**src/rtl/page_alloc_pkg.sv**
```systemverilog
package page_alloc_pkg;
  localparam int unsigned LEN_CODE_W = 2;

  typedef enum logic {
    ST_IDLE,
    ST_SEARCH
  } alloc_state_e;
endpackage

```
**src/rtl/page_run_mask.sv**
```systemverilog
module page_run_mask #(
  parameter int unsigned NUM_PAGES = 128,
  parameter int unsigned START_W   = 8,
  parameter int unsigned LEN_W     = 2
) (
  input  logic [START_W-1:0]   start_i,
  input  logic [LEN_W-1:0]     len_i,
  output logic [NUM_PAGES-1:0] mask_o
);
  localparam int unsigned END_W = START_W + (1 << LEN_W);

  logic [END_W-1:0] first_w;
  logic [END_W-1:0] last_x_w;  // one past the last page of the run

  assign first_w  = END_W'(start_i);
  assign last_x_w = first_w + (END_W'(1) << len_i);

  for (genvar i = 0; i < NUM_PAGES; i++) begin : g_bit
    assign mask_o[i] = (END_W'(i) >= first_w) && (END_W'(i) < last_x_w);
  end
endmodule

```
**src/rtl/page_bitmap.sv**
```systemverilog
module page_bitmap #(
  parameter int unsigned NUM_PAGES  = 128,
  parameter int unsigned RSVD_PAGES = 4
) (
  input  logic                 clk_i,
  input  logic                 rst_ni,
  input  logic                 set_en_i,
  input  logic                 clr_en_i,
  input  logic [NUM_PAGES-1:0] mask_i,
  output logic [NUM_PAGES-1:0] used_o
);
  localparam logic [NUM_PAGES-1:0] RSVD_MASK =
    {NUM_PAGES{1'b1}} >> (NUM_PAGES - RSVD_PAGES);

  logic [NUM_PAGES-1:0] used_q;

  always_ff @(posedge clk_i or negedge rst_ni) begin
    if (!rst_ni) begin
      used_q <= RSVD_MASK;
    end else if (set_en_i) begin
      used_q <= used_q | mask_i;
    end else if (clr_en_i) begin
      used_q <= (used_q & ~mask_i) | RSVD_MASK;
    end
  end

  assign used_o = used_q;
endmodule

```
**src/rtl/page_alloc_ctrl.sv**
```systemverilog
module page_alloc_ctrl
  import page_alloc_pkg::*;
#(
  parameter int unsigned NUM_PAGES  = 128,
  parameter int unsigned RSVD_PAGES = 4,
  parameter int unsigned PAGE_W     = 7,
  parameter int unsigned LEN_W      = 2
) (
  input  logic                 clk_i,
  input  logic                 rst_ni,
  input  logic                 req_valid_i,
  input  logic                 req_free_i,
  input  logic [LEN_W-1:0]     req_len_i,
  input  logic [PAGE_W-1:0]    req_page_i,
  input  logic [NUM_PAGES-1:0] used_i,
  input  logic [NUM_PAGES-1:0] win_mask_i,
  output logic [PAGE_W:0]      win_start_o,
  output logic [LEN_W-1:0]     win_len_o,
  output logic                 set_en_o,
  output logic                 clr_en_o,
  output logic                 busy_o,
  output logic                 done_o,
  output logic                 ok_o,
  output logic [PAGE_W-1:0]    page_o
);
  localparam int unsigned END_W = PAGE_W + 1 + (1 << LEN_W);

  alloc_state_e      state_q;
  logic [PAGE_W:0]   cand_q;   // one bit wider: a 1-page scan reaches NUM_PAGES
  logic [LEN_W-1:0]  len_q;
  logic              done_q, ok_q;
  logic [PAGE_W-1:0] page_q;

  logic             busy_w, accept_w, over_w, clash_w, free_go_w;
  logic [END_W-1:0] win_end_w;

  assign busy_w      = (state_q == ST_SEARCH);
  assign accept_w    = req_valid_i && !busy_w;
  assign win_start_o = busy_w ? cand_q : {1'b0, req_page_i};
  assign win_len_o   = busy_w ? len_q : req_len_i;
  assign win_end_w   = END_W'(win_start_o) + (END_W'(1) << win_len_o);
  assign over_w      = win_end_w > END_W'(NUM_PAGES);
  assign clash_w     = |(used_i & win_mask_i);
  assign free_go_w   = accept_w && req_free_i && !over_w &&
                       (END_W'(win_start_o) >= END_W'(RSVD_PAGES));

  assign set_en_o = busy_w && !over_w && !clash_w;
  assign clr_en_o = free_go_w;

  always_ff @(posedge clk_i or negedge rst_ni) begin
    if (!rst_ni) begin
      state_q <= ST_IDLE;
      cand_q  <= '0;
      len_q   <= '0;
      done_q  <= 1'b0;
      ok_q    <= 1'b0;
      page_q  <= '0;
    end else begin
      done_q <= 1'b0;
      unique case (state_q)
        ST_IDLE: begin
          if (accept_w) begin
            if (req_free_i) begin
              done_q <= 1'b1;
              ok_q   <= free_go_w;
            end else begin
              state_q <= ST_SEARCH;
              cand_q  <= '0;
              len_q   <= req_len_i;
            end
          end
        end
        ST_SEARCH: begin
          if (over_w) begin
            done_q  <= 1'b1;
            ok_q    <= 1'b0;
            state_q <= ST_IDLE;
          end else if (!clash_w) begin
            done_q  <= 1'b1;
            ok_q    <= 1'b1;
            page_q  <= cand_q[PAGE_W-1:0];
            state_q <= ST_IDLE;
          end else begin
            cand_q <= cand_q + 1'b1;
          end
        end
        default: state_q <= ST_IDLE;
      endcase
    end
  end

  assign busy_o = busy_w;
  assign done_o = done_q;
  assign ok_o   = ok_q;
  assign page_o = page_q;
endmodule

```
**src/rtl/page_alloc.sv**
```systemverilog
module page_alloc
  import page_alloc_pkg::*;
#(
  parameter int unsigned NUM_PAGES  = 128,
  parameter int unsigned RSVD_PAGES = 4,
  parameter int unsigned LEN_W      = LEN_CODE_W,
  localparam int unsigned PAGE_W    = $clog2(NUM_PAGES)
) (
  input  logic              clk_i,
  input  logic              rst_ni,
  input  logic              req_valid_i,
  input  logic              req_free_i,
  input  logic [LEN_W-1:0]  req_len_i,
  input  logic [PAGE_W-1:0] req_page_i,
  output logic              busy_o,
  output logic              done_o,
  output logic              ok_o,
  output logic [PAGE_W-1:0] page_o
);
  logic [NUM_PAGES-1:0] used_w;
  logic [NUM_PAGES-1:0] win_mask_w;
  logic [PAGE_W:0]      win_start_w;
  logic [LEN_W-1:0]     win_len_w;
  logic                 set_en_w, clr_en_w;

  page_run_mask #(
    .NUM_PAGES(NUM_PAGES),
    .START_W  (PAGE_W + 1),
    .LEN_W    (LEN_W)
  ) u_mask (
    .start_i(win_start_w),
    .len_i  (win_len_w),
    .mask_o (win_mask_w)
  );

  page_bitmap #(
    .NUM_PAGES (NUM_PAGES),
    .RSVD_PAGES(RSVD_PAGES)
  ) u_bitmap (
    .clk_i   (clk_i),
    .rst_ni  (rst_ni),
    .set_en_i(set_en_w),
    .clr_en_i(clr_en_w),
    .mask_i  (win_mask_w),
    .used_o  (used_w)
  );

  page_alloc_ctrl #(
    .NUM_PAGES (NUM_PAGES),
    .RSVD_PAGES(RSVD_PAGES),
    .PAGE_W    (PAGE_W),
    .LEN_W     (LEN_W)
  ) u_ctrl (
    .clk_i      (clk_i),
    .rst_ni     (rst_ni),
    .req_valid_i(req_valid_i),
    .req_free_i (req_free_i),
    .req_len_i  (req_len_i),
    .req_page_i (req_page_i),
    .used_i     (used_w),
    .win_mask_i (win_mask_w),
    .win_start_o(win_start_w),
    .win_len_o  (win_len_w),
    .set_en_o   (set_en_w),
    .clr_en_o   (clr_en_w),
    .busy_o     (busy_o),
    .done_o     (done_o),
    .ok_o       (ok_o),
    .page_o     (page_o)
  );
endmodule

```
**config.mk**
```make
export PLATFORM = sky130hd
export DESIGN_NAME = page_alloc
export DESIGN_NICKNAME = d
export VERILOG_FILES = /design/src/rtl/page_alloc_pkg.sv /design/src/rtl/page_run_mask.sv /design/src/rtl/page_bitmap.sv /design/src/rtl/page_alloc_ctrl.sv /design/src/rtl/page_alloc.sv
export SDC_FILE = /design/constraint.sdc
export NUM_CORES = 1
export LEC_CHECK = 0
export ABC_AREA = 1
export BUFFER_PORTS_ARGS = -buffer_cell sky130_fd_sc_hd__buf_2
export CORE_MARGIN = 8
export CORE_UTILIZATION = 55
export DETAILED_ROUTE_END_ITERATION = 12
export PLACE_DENSITY_LB_ADDON = 0.1
export SLEW_MARGIN = 20
export SYNTH_ARGS = -nofsm -noshare
export SYNTH_HDL_FRONTEND = slang
export SYNTH_SLANG_ARGS = --single-unit
```
**constraint.sdc**
```tcl
create_clock -name clk_i -period 4.8 [get_ports clk_i]
set_input_delay 0.96 -clock clk_i [delete_from_list [all_inputs] [get_ports clk_i]]
set_output_delay 0.96 -clock clk_i [all_outputs]
set_load 0.01 [all_outputs]
```
## After elaboration in Yosys (flattened, before gate mapping)

Index checks and enable logic that the tools add are counted.

- Register bits after elaboration: 148
- Output and inout bits: 10
- Bits of input ports: 13

- Bitwise logic cells: 8
- $lt $le $gt $ge: 258
- Add/subtract/negate cells: 2
- Equal/unequal tests: 6
- Shift operators: 1
- Mux-type cells: 24
- Reduce and logical (&&, ||, !) cells: 143

Operators by type and width:

| cell | count |
|---|---|
| $lt 7x12->1 const A | 64 |
| $ge 7x8->1 const A | 64 |
| $lt 6x12->1 const A | 32 |
| $and 128x128->128 | 2 |
| $ge 6x8->1 const A | 32 |
| $mux 128 | 2 |
| $lt 5x12->1 const A | 16 |
| $logic_and 1x1->1 | 134 |
| $ge 5x8->1 const A | 16 |
| $not 128->128 | 1 |
| $or 128x128->128 | 1 |
| $reduce_or 128->1 | 1 |
| $lt 4x12->1 const A | 8 |
| $ge 4x8->1 const A | 8 |
| $lt 3x12->1 const A | 4 |
| $mux 8 | 5 |
| $ge 3x8->1 const A | 4 |
| $lt 1x12->1 const A | 2 |
| $lt 2x12->1 const A | 2 |
| $ge 1x8->1 const A | 2 |
| $ge 2x8->1 const A | 2 |
| $pmux 8 s2 | 1 |
| $add 8x12->12 | 1 |
| $gt 12x8->1 const B | 1 |
| other kinds (14) | 37 |

## Depth between registers and ports, before layout

- Depth after elaboration: 10
- Depth in mapped cells: 31
- Depth with buffers taken out: 28

## Hierarchy

From an unflattened synthesis, not the netlist that was laid out.

- Cells, all modules: 1852
- Area total of the unflattened synthesis: 11133.2 um^2

By module, submodules not included:

| module | times used | area each (um^2) | cells each |
|---|---|---|---|
| page_bitmap | 1 | 5337.6 | 675 |
| page_run_mask | 1 | 3299.4 | 707 |
| page_alloc_ctrl | 1 | 2496.1 | 470 |

## Least setup slack after synthesis

No wires, ideal clock.

- Path type: in2reg
- From: input req_page_i[3]
- To: register (tool-made name)
- Arrival: 4.220 ns
- Stages on the path: 24
- Slack: 0.505 ns
- Path through: o21ai_0 > inv_1 > clkbuf_1 > ha_1 > nand3_1 > nand3_1 > nand3_1 > nand2_2 > nor2_4 > nand2_4 > nor2_4 > buf_6 > nand2_1 > nand3_1 > nand2_1 > nor2_1 > nand2_1 > nor2_1 > nand2_1 > nor2_4 > nand3_2 > buf_6 > buf_6 > o21ai_2

RTL lines:

| what | line | source |
|---|---|---|
| from (decl) | page_alloc.sv:14 | `input logic [PAGE_W-1:0] req_page_i,` |

==> summary.md <==
| Metric | Value |
|---|---|
| Clock skew | `0.00651 ns` |
| Library cells used by synthesis | `36` |
| Post-synth net total | `1,451` |
| Die W | `153 um` |
| Synth cell count leaders | `340 x nand2_1, 246 x o21ai_0, 160 x nand3_1` |
| PortBufs | `22` |
| Via density | `6.09` |
| Synth Register Bits | `148` |
| First-pass GRT wire length | `54,800 um` |
| Critical path's slowest cell | `o21ai_0` |
| Critical Path AT | `4.78 ns` |
| Antenna cells | `0` |
| Hold endpoint | `u_bitmap.used_o[3]` |
| Async S/R FF share, synth | `100%` |
| Yosys top cell area share | `35.0%` |
| Hold path start | `u_bitmap.used_o[3]` |
| Worst Setup End Kind | `register` |
| Slew Limit Fails | `0` |
| Hold Path Depth | `2` |
| Initial antenna violation count | `0` |
| Final Hold Viols | `0` |
| Status | `finished clean` |
| Tmin final | `4.44 ns` |
| CP Launch Type | `input port` |
| Total Nets Final | `1,518` |
| CTS Sinks | `148` |
| Synth Instances | `1,432` |
| Finished Cell Area | `11,800 um2` |
| R2R setup slack | `0.38 ns` |
| GPL Wtd Cong | `0.966` |
| CTS Buf Count | `17` |
| IO Count | `23` |
| Area growth, synth to finish | `15.2%` |
| Syn Area/Cell | `7.18 um2` |
| Final setup violation count | `0` |
| Total Wirelength | `34,200 um` |
| Critical path type | `input port to register` |
| Wire per inst | `19.6 um` |
| Share of layout cells above drive strength 1 | `20.4%` |
| Placed Instance Area | `11,300 um2` |
| Initial Util | `55.6%` |
| Most used cell, CP | `nand2_1` |
| Warnings from Yosys | `0` |
| Post-synth top area cell | `dfrtp_1` |
| Placeable Area | `18,500 um2` |
| DRT Pass-1 Iters | `6` |
| R2R depth | `25` |
| Reg2reg start | `u_ctrl.busy_o` |
| CTS tree | `yes` |
| CTS Root Cell | `clkbuf_16` |
| Worst-Margin Slew | `0.709 ns` |
| Peak Freq | `0.225 GHz` |
| Die Height | `153 um` |
| Slowest stage delay, CP | `0.29 ns` |
| Total Routing Usage GR | `29.7%` |
| Die area | `23,300 um2` |
| CP Max Fanout | `12` |
| Detail Placement HPWL | `23,500 um` |
| Most used DFF post-synth | `dfrtp_1` |
| H-tree depth | `4` |
| Clock Pin Slew Worst Setup and Hold Paths | `0.06 ns` |
| Buffers plus inverters on the worst setup path | `5` |
| Starting DRT DRC Count | `1,039` |
| Worst hold path type | `register to register` |
| Final period util | `92.5%` |
| WP data required | `5.14 ns` |
| CTS Buffer Depth | `2` |
| Largest net degree at the start of global routing | `80` |
| Final Util | `64.0%` |
| Most common cell in the netlist | `nand2_1` |
| Sequential-to-total area share from yosys stat | `36.0%` |
| GRT Residual Overflow | `0` |
| Ranking of synthesized cells by area | `dfrtp_1 35%, nand2_1 12%, o21ai_0 12%` |
| Number of global-route vias before repair | `10,207` |
| Post-synth EDFFs | `0` |
| Maxcap violations | `0` |
| Setup tns final | `0 ns` |
| Crit-path leading delay family | `simple AND/OR/NAND/NOR gates` |
| Clk_lat worst skew | `0.43 ns` |
| Mapped cell area | `10,300 um2` |
| CTS Hold Bufs | `0` |
| FP Rows | `50` |
| ANT nets after route | `0` |
| Filler cells | `1,692` |
| Vias | `10,613` |
| # DRC | `0` |
| Slew headroom | `52.7%` |
| RSZ-0062 raised after global routing | `false` |
==> timing repair <==
action / in CTS / in global routing
setup buffers: 0 / 3
hold endpoints to repair: 0 / 0
gates resized for setup: 0 / 4
endpoints found under the setup margin: 0 / 6
==> cell type report <==
type	count	area (um2)	share of cell area [%]
clock buffer	20	447	3.77
clock inverter	9	85.1	0.718
inverter	85	319	2.69
multi-input combinational	1128	5860	49.5
sequential	148	3710	31.3
tap	234	293	2.47
timing repair buffer	119	1130	9.56
==> metrics by stage <==
step,cells,setup slack [ns],hold slack (ns)
final,1743,0.361,0.457
after global routing,1743,0.0853,0.491
after CTS,1740,0.347,0.458
after detailed placement,1711,-0.0526,0.449
after global placement,1711,-0.00164,0.443
after floorplan,1432,0.505,0.433
==> metal layers <==
layer / part of all wire, % / track usage (%) / routed length [um] / up-vias
met2: 45 / 45.9 / 15300 / 485
met4: 5.7 / 16.5 / 1940 / 0
li1: - / - / - / 5058
met3: 8.3 / 6.69 / 2850 / 130
met5: 0 / 0 / 0 / -
met1: 41 / 37.9 / 14100 / 4940
==> worst reg2reg max path, delay by kind of cell (launching register included) <==
family          cells  cell delay, ns
simple gates       16            2.12
buf+inv             5            0.86
compound gates      3            0.66
flops               1            0.39
fa+ha+maj           1            0.29
==> logic make-up after synthesis <==
group,Yosys count,share of synthesized area (%)
AO/OA/AOI/OAI,386,22.5
AND/OR/NAND/NOR,728,32.6
flip-flops,148,36.0
XOR/XNOR,6,0.584
adder cells (fa/ha/maj),6,0.803
buffers and inverters,156,7.28
multiplexers,2,0.219
==> placed cells by master, fill, tap and decap left out, drive strengths merged <==
cell type,Yosys,final
nor2,125,125
o31ai,1,1
inv,83,83
a21oi,17,17
o21ai,367,367
nand4,70,70
or3,1,1
nor3b,1,1
nand2,359,359
xor2,5,5
bufinv,0,1
xnor2,1,1
mux2,2,2
buf,35,119
fa,1,1
nor3,3,3
nand3b,1,1
or2,2,2
clkinv,2,7
a31oi,1,1
clkbuf,36,20
ha,5,5
nand3,166,166
dfstp,4,4
clkinvlp,0,3
dfrtp,144,144
==> how the worst max path moves through the flow <==
stage                  startpoint                to  slack, ns  cells past startpoint
global placement     req_len_i[1]  u_ctrl.cand_q[4]     -0.002                     23
finish               req_len_i[1]          register       0.36                     25
global route        u_ctrl.busy_o          register       0.09                     25
detailed placement  req_page_i[0]          register      -0.05                     23
floorplan           req_page_i[3]          register       0.51                     24
CTS                 req_page_i[0]          register       0.35                     23
Power is left out: the tool's default activity adds up to more than one toggle a clock period on the data nets, which glitch-free logic cannot reach.
